[src/rtl/mhu_pkg.sv]
package mhu_pkg;

  localparam int NUM_CPU    = 2;
  localparam int STAT_W     = 4;
  localparam int NUM_ID     = 12;
  localparam int ID_W       = $clog2(NUM_ID);
  localparam int CPU_IDX_W  = $clog2(NUM_CPU);
  localparam logic [11:0] ID_BASE = 12'hFD0;

  // register slot inside one CPU group, selected by paddr[3:2]
  localparam logic [1:0] SLOT_STAT = 2'd0;
  localparam logic [1:0] SLOT_SET  = 2'd1;
  localparam logic [1:0] SLOT_CLR  = 2'd2;

  typedef struct packed {
    logic [NUM_CPU-1:0] setStb;
    logic [NUM_CPU-1:0] clrStb;
    logic [NUM_CPU-1:0] statRd;
    logic               idRd;
    logic [ID_W-1:0]    idIdx;
    logic               slvErr;
  } ctrlStb_t;

  function automatic logic [7:0] idByte(input logic [ID_W-1:0] idx);
    case (idx)
      4'd0:    idByte = 8'h04;
      4'd4:    idByte = 8'h56;
      4'd5:    idByte = 8'hB8;
      4'd6:    idByte = 8'h0B;
      4'd8:    idByte = 8'h0D;
      4'd9:    idByte = 8'hF0;
      4'd10:   idByte = 8'h05;
      4'd11:   idByte = 8'hB1;
      default: idByte = 8'h00;
    endcase
  endfunction

endpackage

[src/rtl/mhu_ctrl.sv]
module mhu_ctrl
  import mhu_pkg::*;
#(
  parameter int ADDR_W = 12
) (
  input  logic              clk,
  input  logic              rstN,
  input  logic              psel,
  input  logic              penable,
  input  logic              pwrite,
  input  logic [ADDR_W-1:0] paddr,
  output ctrlStb_t          stb
);

  localparam int GRP_LSB = 4 + CPU_IDX_W;

  logic                 access;
  logic                 aligned;
  logic                 idHit;
  logic                 grpHit;
  logic [CPU_IDX_W-1:0] cpuSel;
  logic [1:0]           slot;
  logic [ADDR_W-1:0]    idOff;

  assign access  = psel & penable;
  assign aligned = (paddr[1:0] == 2'b00);
  assign idHit   = aligned && (paddr >= ADDR_W'(ID_BASE));
  assign grpHit  = aligned && (paddr[ADDR_W-1:GRP_LSB] == '0);
  assign cpuSel  = paddr[GRP_LSB-1:4];
  assign slot    = paddr[3:2];
  assign idOff   = paddr - ADDR_W'(ID_BASE);

  always_comb begin
    stb = '0;
    if (access) begin
      if (idHit) begin
        if (pwrite) begin
          stb.slvErr = 1'b1;
        end else begin
          stb.idRd  = 1'b1;
          stb.idIdx = idOff[ID_W+1:2];
        end
      end else if (grpHit) begin
        unique case (slot)
          SLOT_STAT: begin
            if (pwrite) stb.slvErr = 1'b1;
            else        stb.statRd[cpuSel] = 1'b1;
          end
          SLOT_SET: begin
            if (pwrite) stb.setStb[cpuSel] = 1'b1;
            else        stb.slvErr = 1'b1;
          end
          SLOT_CLR: begin
            if (pwrite) stb.clrStb[cpuSel] = 1'b1;
            else        stb.slvErr = 1'b1;
          end
          default: stb.slvErr = 1'b1;
        endcase
      end else begin
        stb.slvErr = 1'b1;
      end
    end
  end

  AST_ONE_UPDATE: assert property (@(posedge clk) disable iff (!rstN)
    $onehot0({stb.setStb, stb.clrStb})) else $error("two updates at once");
  AST_ERR_NO_UPDATE: assert property (@(posedge clk) disable iff (!rstN)
    stb.slvErr |-> (stb.setStb == '0 && stb.clrStb == '0)) else $error("error access updated");
  AST_IDLE_QUIET: assert property (@(posedge clk) disable iff (!rstN)
    !(psel && penable) |-> (stb == '0)) else $error("strobe outside access");

endmodule

[src/rtl/mhu_dpath.sv]
module mhu_dpath
  import mhu_pkg::*;
#(
  parameter int DATA_W = 32
) (
  input  logic               clk,
  input  logic               rstN,
  input  ctrlStb_t           stb,
  input  logic [STAT_W-1:0]  wbits,
  output logic [DATA_W-1:0]  prdata,
  output logic [NUM_CPU-1:0] irq
);

  logic [NUM_CPU-1:0][STAT_W-1:0] status;
  logic [NUM_CPU-1:0][STAT_W-1:0] statusNext;

  always_comb begin
    for (int c = 0; c < NUM_CPU; c++) begin
      if (stb.setStb[c])      statusNext[c] = status[c] | wbits;
      else if (stb.clrStb[c]) statusNext[c] = status[c] & ~wbits;
      else                    statusNext[c] = status[c];
    end
  end

  always_ff @(posedge clk) begin
    if (!rstN) begin
      status <= '0;
      irq    <= '0;
    end else begin
      status <= statusNext;
      for (int c = 0; c < NUM_CPU; c++) irq[c] <= |statusNext[c];
    end
  end

  always_comb begin
    prdata = '0;
    for (int c = 0; c < NUM_CPU; c++)
      if (stb.statRd[c]) prdata = prdata | DATA_W'(status[c]);
    if (stb.idRd) prdata = prdata | DATA_W'(idByte(stb.idIdx));
  end

  for (genvar g = 0; g < NUM_CPU; g++) begin : g_chk
    AST_IRQ_TRACKS_STATUS: assert property (@(posedge clk) disable iff (!rstN)
      irq[g] == (status[g] != '0)) else $error("irq mismatch");
    AST_SET_KEEPS_BITS: assert property (@(posedge clk) disable iff (!rstN)
      stb.setStb[g] |=> ((status[g] & $past(status[g])) == $past(status[g]))) else $error("set lost bits");
    AST_CLR_ADDS_NONE: assert property (@(posedge clk) disable iff (!rstN)
      stb.clrStb[g] |=> ((status[g] & ~$past(status[g])) == '0)) else $error("clear added bits");
    AST_HOLD_WITHOUT_WRITE: assert property (@(posedge clk) disable iff (!rstN)
      !(stb.setStb[g] || stb.clrStb[g]) |=> $stable(status[g])) else $error("status moved");
  end

endmodule

[src/rtl/mhu_doorbell.sv]
module mhu_doorbell
  import mhu_pkg::*;
#(
  parameter int ADDR_W = 12,
  parameter int DATA_W = 32
) (
  input  logic              clk,
  input  logic              rstN,
  input  logic              psel,
  input  logic              penable,
  input  logic              pwrite,
  input  logic [ADDR_W-1:0] paddr,
  input  logic [DATA_W-1:0] pwdata,
  output logic [DATA_W-1:0] prdata,
  output logic              pready,
  output logic              pslverr,
  output logic              irqCpu0,
  output logic              irqCpu1
);

  ctrlStb_t           stb;
  logic [NUM_CPU-1:0] irq;
  logic               unusedHighBits;

  assign unusedHighBits = ^pwdata[DATA_W-1:STAT_W];

  mhu_ctrl #(.ADDR_W(ADDR_W)) u_ctrl (
    .clk     (clk),
    .rstN    (rstN),
    .psel    (psel),
    .penable (penable),
    .pwrite  (pwrite),
    .paddr   (paddr),
    .stb     (stb)
  );

  mhu_dpath #(.DATA_W(DATA_W)) u_dpath (
    .clk    (clk),
    .rstN   (rstN),
    .stb    (stb),
    .wbits  (pwdata[STAT_W-1:0]),
    .prdata (prdata),
    .irq    (irq)
  );

  assign pready  = 1'b1;
  assign pslverr = stb.slvErr;
  assign irqCpu0 = irq[0];
  assign irqCpu1 = irq[1];

endmodule

[config.mk]
export PLATFORM = sky130hd
export DESIGN_NAME = mhu_doorbell
export DESIGN_NICKNAME = d
export VERILOG_FILES = /design/src/rtl/mhu_pkg.sv /design/src/rtl/mhu_ctrl.sv /design/src/rtl/mhu_dpath.sv /design/src/rtl/mhu_doorbell.sv
export SDC_FILE = /design/constraint.sdc
export NUM_CORES = 1
export LEC_CHECK = 0
export ABC_AREA = 1
export BUFFER_PORTS_ARGS = -buffer_cell sky130_fd_sc_hd__buf_4
export CORE_AREA = 2 2 55 57
export DETAILED_ROUTE_END_ITERATION = 12
export DIE_AREA = 0 0 57 59
export PLACE_DENSITY = 0.82
export SYNTH_ARGS = -nofsm -noshare
export SYNTH_HDL_FRONTEND = slang
export SYNTH_HIERARCHICAL = 1
export SYNTH_SLANG_ARGS = --single-unit
[constraint.sdc]
create_clock -name clk -period 5.35 [get_ports clk]
set_clock_uncertainty 0.15 [all_clocks]
set_input_delay 0.535 -clock clk [delete_from_list [all_inputs] [get_ports clk]]
set_output_delay 0.535 -clock clk [all_outputs]
set_load 0.03 [all_outputs]
==> run_results.csv, run 1 <==
group,metric,value,unit
synth,synth_compound_area_frac,0.0707,
synth,ys_ff_latch,10,
routing,drt_iter0_markers,32,
power,p_switching,0.0603,mW
timing,holdWs,0.341,ns
die,io_pins,85,
grt,grt_max_degree,11,
power,leakage,0.696,nW
critical_path,required,4.66,ns
critical_path,cp.arrival,2.33,ns
critical_path,cp-end-kind,"output port",
clock_network,htree_levels,1,
clock_network,cts_max_path_buffers,2,
routing,vias,1143,
clock_network,cts_tree,"yes",
power,power.share.switching,0.346,
grt,track_usage,0.137,
clock_network,cts.sinks,10,
final_layout,diodes,0,
critical_path,path_max_fanout,5,
power,finalPower,0.174,mW
timing,finalSetupTns,0,ns
final_layout,final_util,0.484,
die,initial_core_util,0.418,
clock_network,insertion_delay,0.25,ns
die,die_y,59,um
placed_design,place.gp.congestion,0.851,
power,power-per-cell-area,133,nW/um^2
routing,post_drt_wl_per_cell,9.08,um
clock_network,cts_buffers,3,
clock_network,cts_root_buf,"clkbuf_4",
power,p_clk_frac,0.278,
critical_path,start_kind,"input pin",
synth,ys_warn_count,6,
synth,synthAdderAreaFrac,0.110,
power,p_comb_frac,0.295,
timing,period_share,0.564,
final_layout,final_nets,280,
synth,synth_area_per_cell,5.99,um^2
power,seqPwrFrac,0.427,
timing,finalHoldViolations,0,
worst_hold_path,hp-class,"reg -> reg",
flow_run,drv_cap,0,
final_layout,areaGrowthSynthToFinish,15.9,%
routing,dr.pass1.iters,4,
timing,slew_violations,0,
routing,antenna_left,0,
status,outcome,"completed",
grt,antenna_found_initial,0,
synth,yosysUniqueCellTypes,21,
synth,netlist_area,1130,um^2
grt,grt_pass1_vias,1038,
placed_design,post-dp-hpwl,1940,um
routing,vias_per_cell,4.57,
synth,synth-seq-area-share,0.177,
routing,wl,2270,um
grt,grt-ovfl-total,0,
timing,grt_setup_unrepaired,"false",
clock_network,cts_hold_buf,0,
final_layout,fillCellCount,307,
die,die_x,57,um
clock_network,clk_pin_slew_worst_paths,0.06,ns
final_layout,layout-drive-gt1-share,0.183,
power,p_int,0.114,mW
clock_network,cts_resized,0,
synth,synth-simple-area-share,0.396,
timing,max_freq,332,MHz
synth,synth.area.mux_share,0,
routing,drt_drc_violations_left,0,
synth,synth_cells,189,
synth,synth_top_family_by_area,"simple AND/OR/NAND/NOR gates",
timing,setup_viol,0,
power,peakVddDrop,0.135,mV
placed_design,io_buffers,31,
synth,synthXorXnorAreaFrac,0,
grt,grt_pass1_wl,3800,um
timing,fin_crit,3.02,ns
critical_path,worstSetupPathType,"in -> out",
die,die-area,3360,um^2
die,rows,19,
die,coreArea,2710,um^2
clock_network,cts_setup_buffers,0,
[flip-flops by register name (all words and copies together) (netlist names)]
register        cells
u_dpath/status      8
u_dpath/irq         2
[synthesized netlist by cell type]
| cell | count | area share |
|---|---|---|
| ha_1 | 10 | 0.11 |
| conb_1 | 2 | 0.0066 |
| nor3_2 | 1 | 0.0088 |
| nand3_2 | 1 | 0.0088 |
| nand4_1 | 5 | 0.028 |
| buf_4 | 26 | 0.17 |
| nand3b_1 | 1 | 0.0066 |
| clkinv_1 | 1 | 0.0033 |
| a21oi_1 | 13 | 0.057 |
| o21ai_1 | 1 | 0.0044 |
| nand4_2 | 1 | 0.011 |
| buf_2 | 1 | 0.0044 |
| nor3_1 | 2 | 0.0088 |
| nor2_2 | 2 | 0.011 |
| nor2_1 | 24 | 0.080 |
| o21ai_0 | 2 | 0.0088 |
| nand2_1 | 61 | 0.20 |
| dfxtp_1 | 10 | 0.18 |
| nand3_1 | 7 | 0.031 |
| inv_1 | 17 | 0.056 |
| inv_2 | 1 | 0.0033 |
[critical path: stages]
cell     delay [ns]
buf_4          0.12
inv_1          0.10
ha_1           0.22
nand2_1        0.07
nand2_1        0.10
nand4_2        0.17
nor2_1         0.22
inv_1          0.14
ha_1           0.22
nand2_1        0.07
o21ai_1        0.06
nand2_1        0.07
nand3_2        0.07
buf_4          0.17
[cells in the final DEF (no fill, tap or decap), types with 2 or more instances in the layout]
master,count
nand2_1,61
buf_4,31
conb_1,25
nor2_1,24
inv_1,17
a21oi_1,13
ha_1,10
dfxtp_1,10
nand3_1,7
nand4_1,5
clkbuf_4,3
nor2_2,2
nor3_1,2
o21ai_0,2
[final timing paths]
| path | startpoint | end | slack [ns] | cells after the start |
|---|---|---|---|---|
| worst max-delay path | paddr[2] | prdata[0] | 2.33 | 14 |
| worst min-delay path | u_dpath/status[4]$_SDFF_PN0_ | u_dpath/status[4]$_SDFF_PN0_ | 0.34 | 2 |
| worst max register to register | u_dpath/status[7]$_SDFF_PN0_ | u_dpath/irq[1]$_SDFF_PN0_ | 4.47 | 4 |
| worst min register to register | u_dpath/status[4]$_SDFF_PN0_ | u_dpath/status[4]$_SDFF_PN0_ | 0.34 | 2 |
[kinds of logic (layout without fill, tap and decap cells)]
kind of cell,after synthesis,after routing
and+or+nand+nor,105,105
DFF,10,10
buffers and inverters,46,53
other,2,25
AOI/OAI and AO/OA,16,16
adders and majority gates,10,10
[metrics by stage]
| stage | area, um^2 | std cells | setup WS (ns) |
|---|---|---|---|
| after floorplan | 1220 | 212 | 2.37 |
| after global placement | 1290 | 247 | 2.36 |
| after detailed placement | 1290 | 247 | 2.34 |
| after CTS | 1310 | 250 | 2.33 |
| after global routing | 1310 | 250 | 2.16 |
| final | 1310 | 250 | 2.33 |
[cell type report]
class	instances	area [um^2]	area share
clock buffers	3	22.5	0.0172
inverters	19	71.3	0.0543
multi-input cells	156	747	0.569
flip-flops and latches	10	200	0.153
well taps	31	38.8	0.0296
repair buffers	31	233	0.177
[power by group through the flow]
stage	Sequential [mW]	Clock [mW]	Combinational [mW]
after floorplan	0.0761	0	0.0482
after global placement	0.0761	0	0.0510
after detailed placement	0.0761	0	0.0514
after CTS	0.0744	0.0507	0.0515
after global routing	0.0744	0.0530	0.0566
final	0.0744	0.0485	0.0515
[routing by layer]
metal | wire (um) | vias up | part of all wire | track usage
met3 | 195 | 4 | 0.086 | 0.00873
met1 | 989 | 493 | 0.44 | 0.175
met2 | 1070 | 48 | 0.47 | 0.243
met5 | 0 | - | 0 | 0
li1 | - | 598 | - | -
met4 | 19 | 0 | 0.0084 | 0.0498
Power figures use the tool's default switching activity.
==> run 2, diff against run 1 <==
- CORE_AREA: 2 2 55 57 -> 2 2 57 59
- DIE_AREA: 0 0 57 59 -> 0 0 59 61
- PLACE_DENSITY: 0.82 -> 0.77
- clock period: 5.35 -> 3 ns (I/O delays scaled with it)
==> run_results.csv, run 2 (synthesis gave the netlist of run 1 again) <==
group,metric,value,unit
clock_network,clk_pin_slew_worst_paths,0.06,ns
clock_network,cts_buffers,3,
critical_path,critPathLaunch,"paddr[2]",
grt,grt_max_degree,11,
critical_path,worstSetupPathType,"in -> out",
timing,max_freq,392,MHz
timing,setup_viol,0,
clock_network,insertion_delay,0.25,ns
timing,finalSetupTns,0,ns
grt,grt_pass1_wl,3920,um
worst_hold_path,hp-class,"in -> reg",
grt,grt-ovfl-total,0,
final_layout,multi_input_area,747,um^2
timing,grt_setup_unrepaired,"false",
final_layout,areaGrowthSynthToFinish,16.1,%
routing,drt_drc_violations_left,0,
placed_design,io_buffers,31,
critical_path,r2r-end,"u_dpath/irq[0]$_SDFF_PN0_",
routing,dr.pass1.iters,4,
final_layout,reg_top3,"u_dpath/status: 8 flops, u_dpath/irq: 2 flops",
critical_path,endpoint,"prdata[3]",
critical_path,cp.arrival,2.10,ns
die,coreArea,2950,um^2
timing,fin_crit,2.55,ns
critical_path,required,2.55,ns
timing,period_share,0.850,
final_layout,largest_reg_flops,8,
die,die-area,3600,um^2
critical_path,path_max_fanout,5,
critical_path,timing.rr.start,"u_dpath/status[3]$_SDFF_PN0_",
grt,grt_pass1_vias,1020,
routing,post_drt_wl_per_cell,9.23,um
timing,slew_violations,0,
routing,wl,2330,um
critical_path,worstRegToRegCells,4,
timing,finalHoldViolations,0,
final_layout,final_cell_mix,"nand2_1, buf_4, conb_1",
die,rows,20,
final_layout,final_nets,280,
flow_run,drv_cap,0,
critical_path,worst-r2r-setup-slack,2.13,ns
power,power-per-cell-area,236,nW/um^2
clock_network,cts_tree,"yes",
grt,antenna_found_initial,0,
placed_design,post-dp-hpwl,1980,um
clock_network,htree_levels,1,
die,io_pins,85,
clock_network,cts_setup_buffers,0,
clock_network,cts_root_buf,"clkbuf_4",
clock_network,cts_resized,0,
die,die_x,59,um
power,leakage,0.696,nW
final_layout,fin_cells,252,
final_layout,seq_area,200,um^2
placed_design,dp_cells,249,
final_layout,diodes,0,
routing,antenna_left,0,
routing,drt_iter0_markers,21,
routing,vias,1124,
status,outcome,"completed",
power,peakVddDrop,0.206,mV
placed_design,place.gp.congestion,0.814,
die,die_y,61,um
clock_network,cts_hold_buf,0,
clock_network,cts_max_path_buffers,2,
final_layout,layout_commonest_cell,"nand2_1",
final_layout,fillCellCount,327,
die,initial_core_util,0.383,
critical_path,start_kind,"input pin",
routing,vias_per_cell,4.46,
critical_path,cp-end-kind,"output port",
clock_network,cts.sinks,10,
grt,track_usage,0.140,
final_layout,largest_register,"u_dpath/status",
final_layout,layout-drive-gt1-share,0.183,
==> run 2: cell counts in the layout (fill, tap and decap cells not counted) <==
Identical to the previous run, type by type.
==> run 2: worst min path at each step <==
stage,startpoint,end,slack [ns],cells after the start
floorplan,u_dpath/status[0]$_SDFF_PN0_,u_dpath/status[0]$_SDFF_PN0_,0.31,2
global placement,u_dpath/status[6]$_SDFF_PN0_,u_dpath/status[6]$_SDFF_PN0_,0.32,2
detailed placement,u_dpath/status[7]$_SDFF_PN0_,u_dpath/status[7]$_SDFF_PN0_,0.33,2
CTS,pwdata[0],u_dpath/status[4]$_SDFF_PN0_,0.19,3
global route,pwdata[0],u_dpath/status[4]$_SDFF_PN0_,0.20,3
finish,pwdata[0],u_dpath/status[0]$_SDFF_PN0_,0.20,3
==> run 2: metal layers <==
layer  share of wire  vias to the layer above  track usage
met2            0.49                       44        0.257
met3           0.057                        2      0.00853
met5               0                        -            0
met1            0.45                      475        0.164
met4          0.0052                        0       0.0682
li1                -                      603            -
==> run 2: worst max-delay path: stages <==
cell	delay, ns
buf_4	0.12
inv_1	0.10
ha_1	0.20
nand2_1	0.06
nand2_1	0.11
nand4_2	0.17
nor2_1	0.23
inv_1	0.14
ha_1	0.31
nand3_1	0.08
nand4_1	0.09
buf_4	0.18
==> run 2: through the flow <==
stage / util / hold slack (ns) / setup slack (ns) / instance area, um^2 / total power, mW
floorplan: - / 0.311 / 0.493 / 1220 / 0.222
finish: 0.445 / 0.198 / 0.449 / 1320 / 0.310
CTS: 0.445 / 0.186 / 0.438 / 1320 / 0.316
global route: 0.445 / 0.197 / 0.234 / 1320 / 0.330
detailed placement: 0.438 / 0.330 / 0.443 / 1290 / 0.227
global placement: 0.438 / 0.324 / 0.477 / 1290 / 0.227
==> run 2: layout make-up <==
type,count,share of cell area
clock buffers,3,0.0171
inverters,19,0.0542
multi-input cells,156,0.568
repair buffers,31,0.177
well taps,33,0.0314
flip-flops and latches,10,0.152
==> run 2: power by group <==
part	switching [mW]	total (mW)	internal (mW)
logic	0.0671	0.0918	0.0246
registers	0.00000263	0.133	0.133
clock network	0.0394	0.0854	0.0460
total	0.107	0.310	0.203
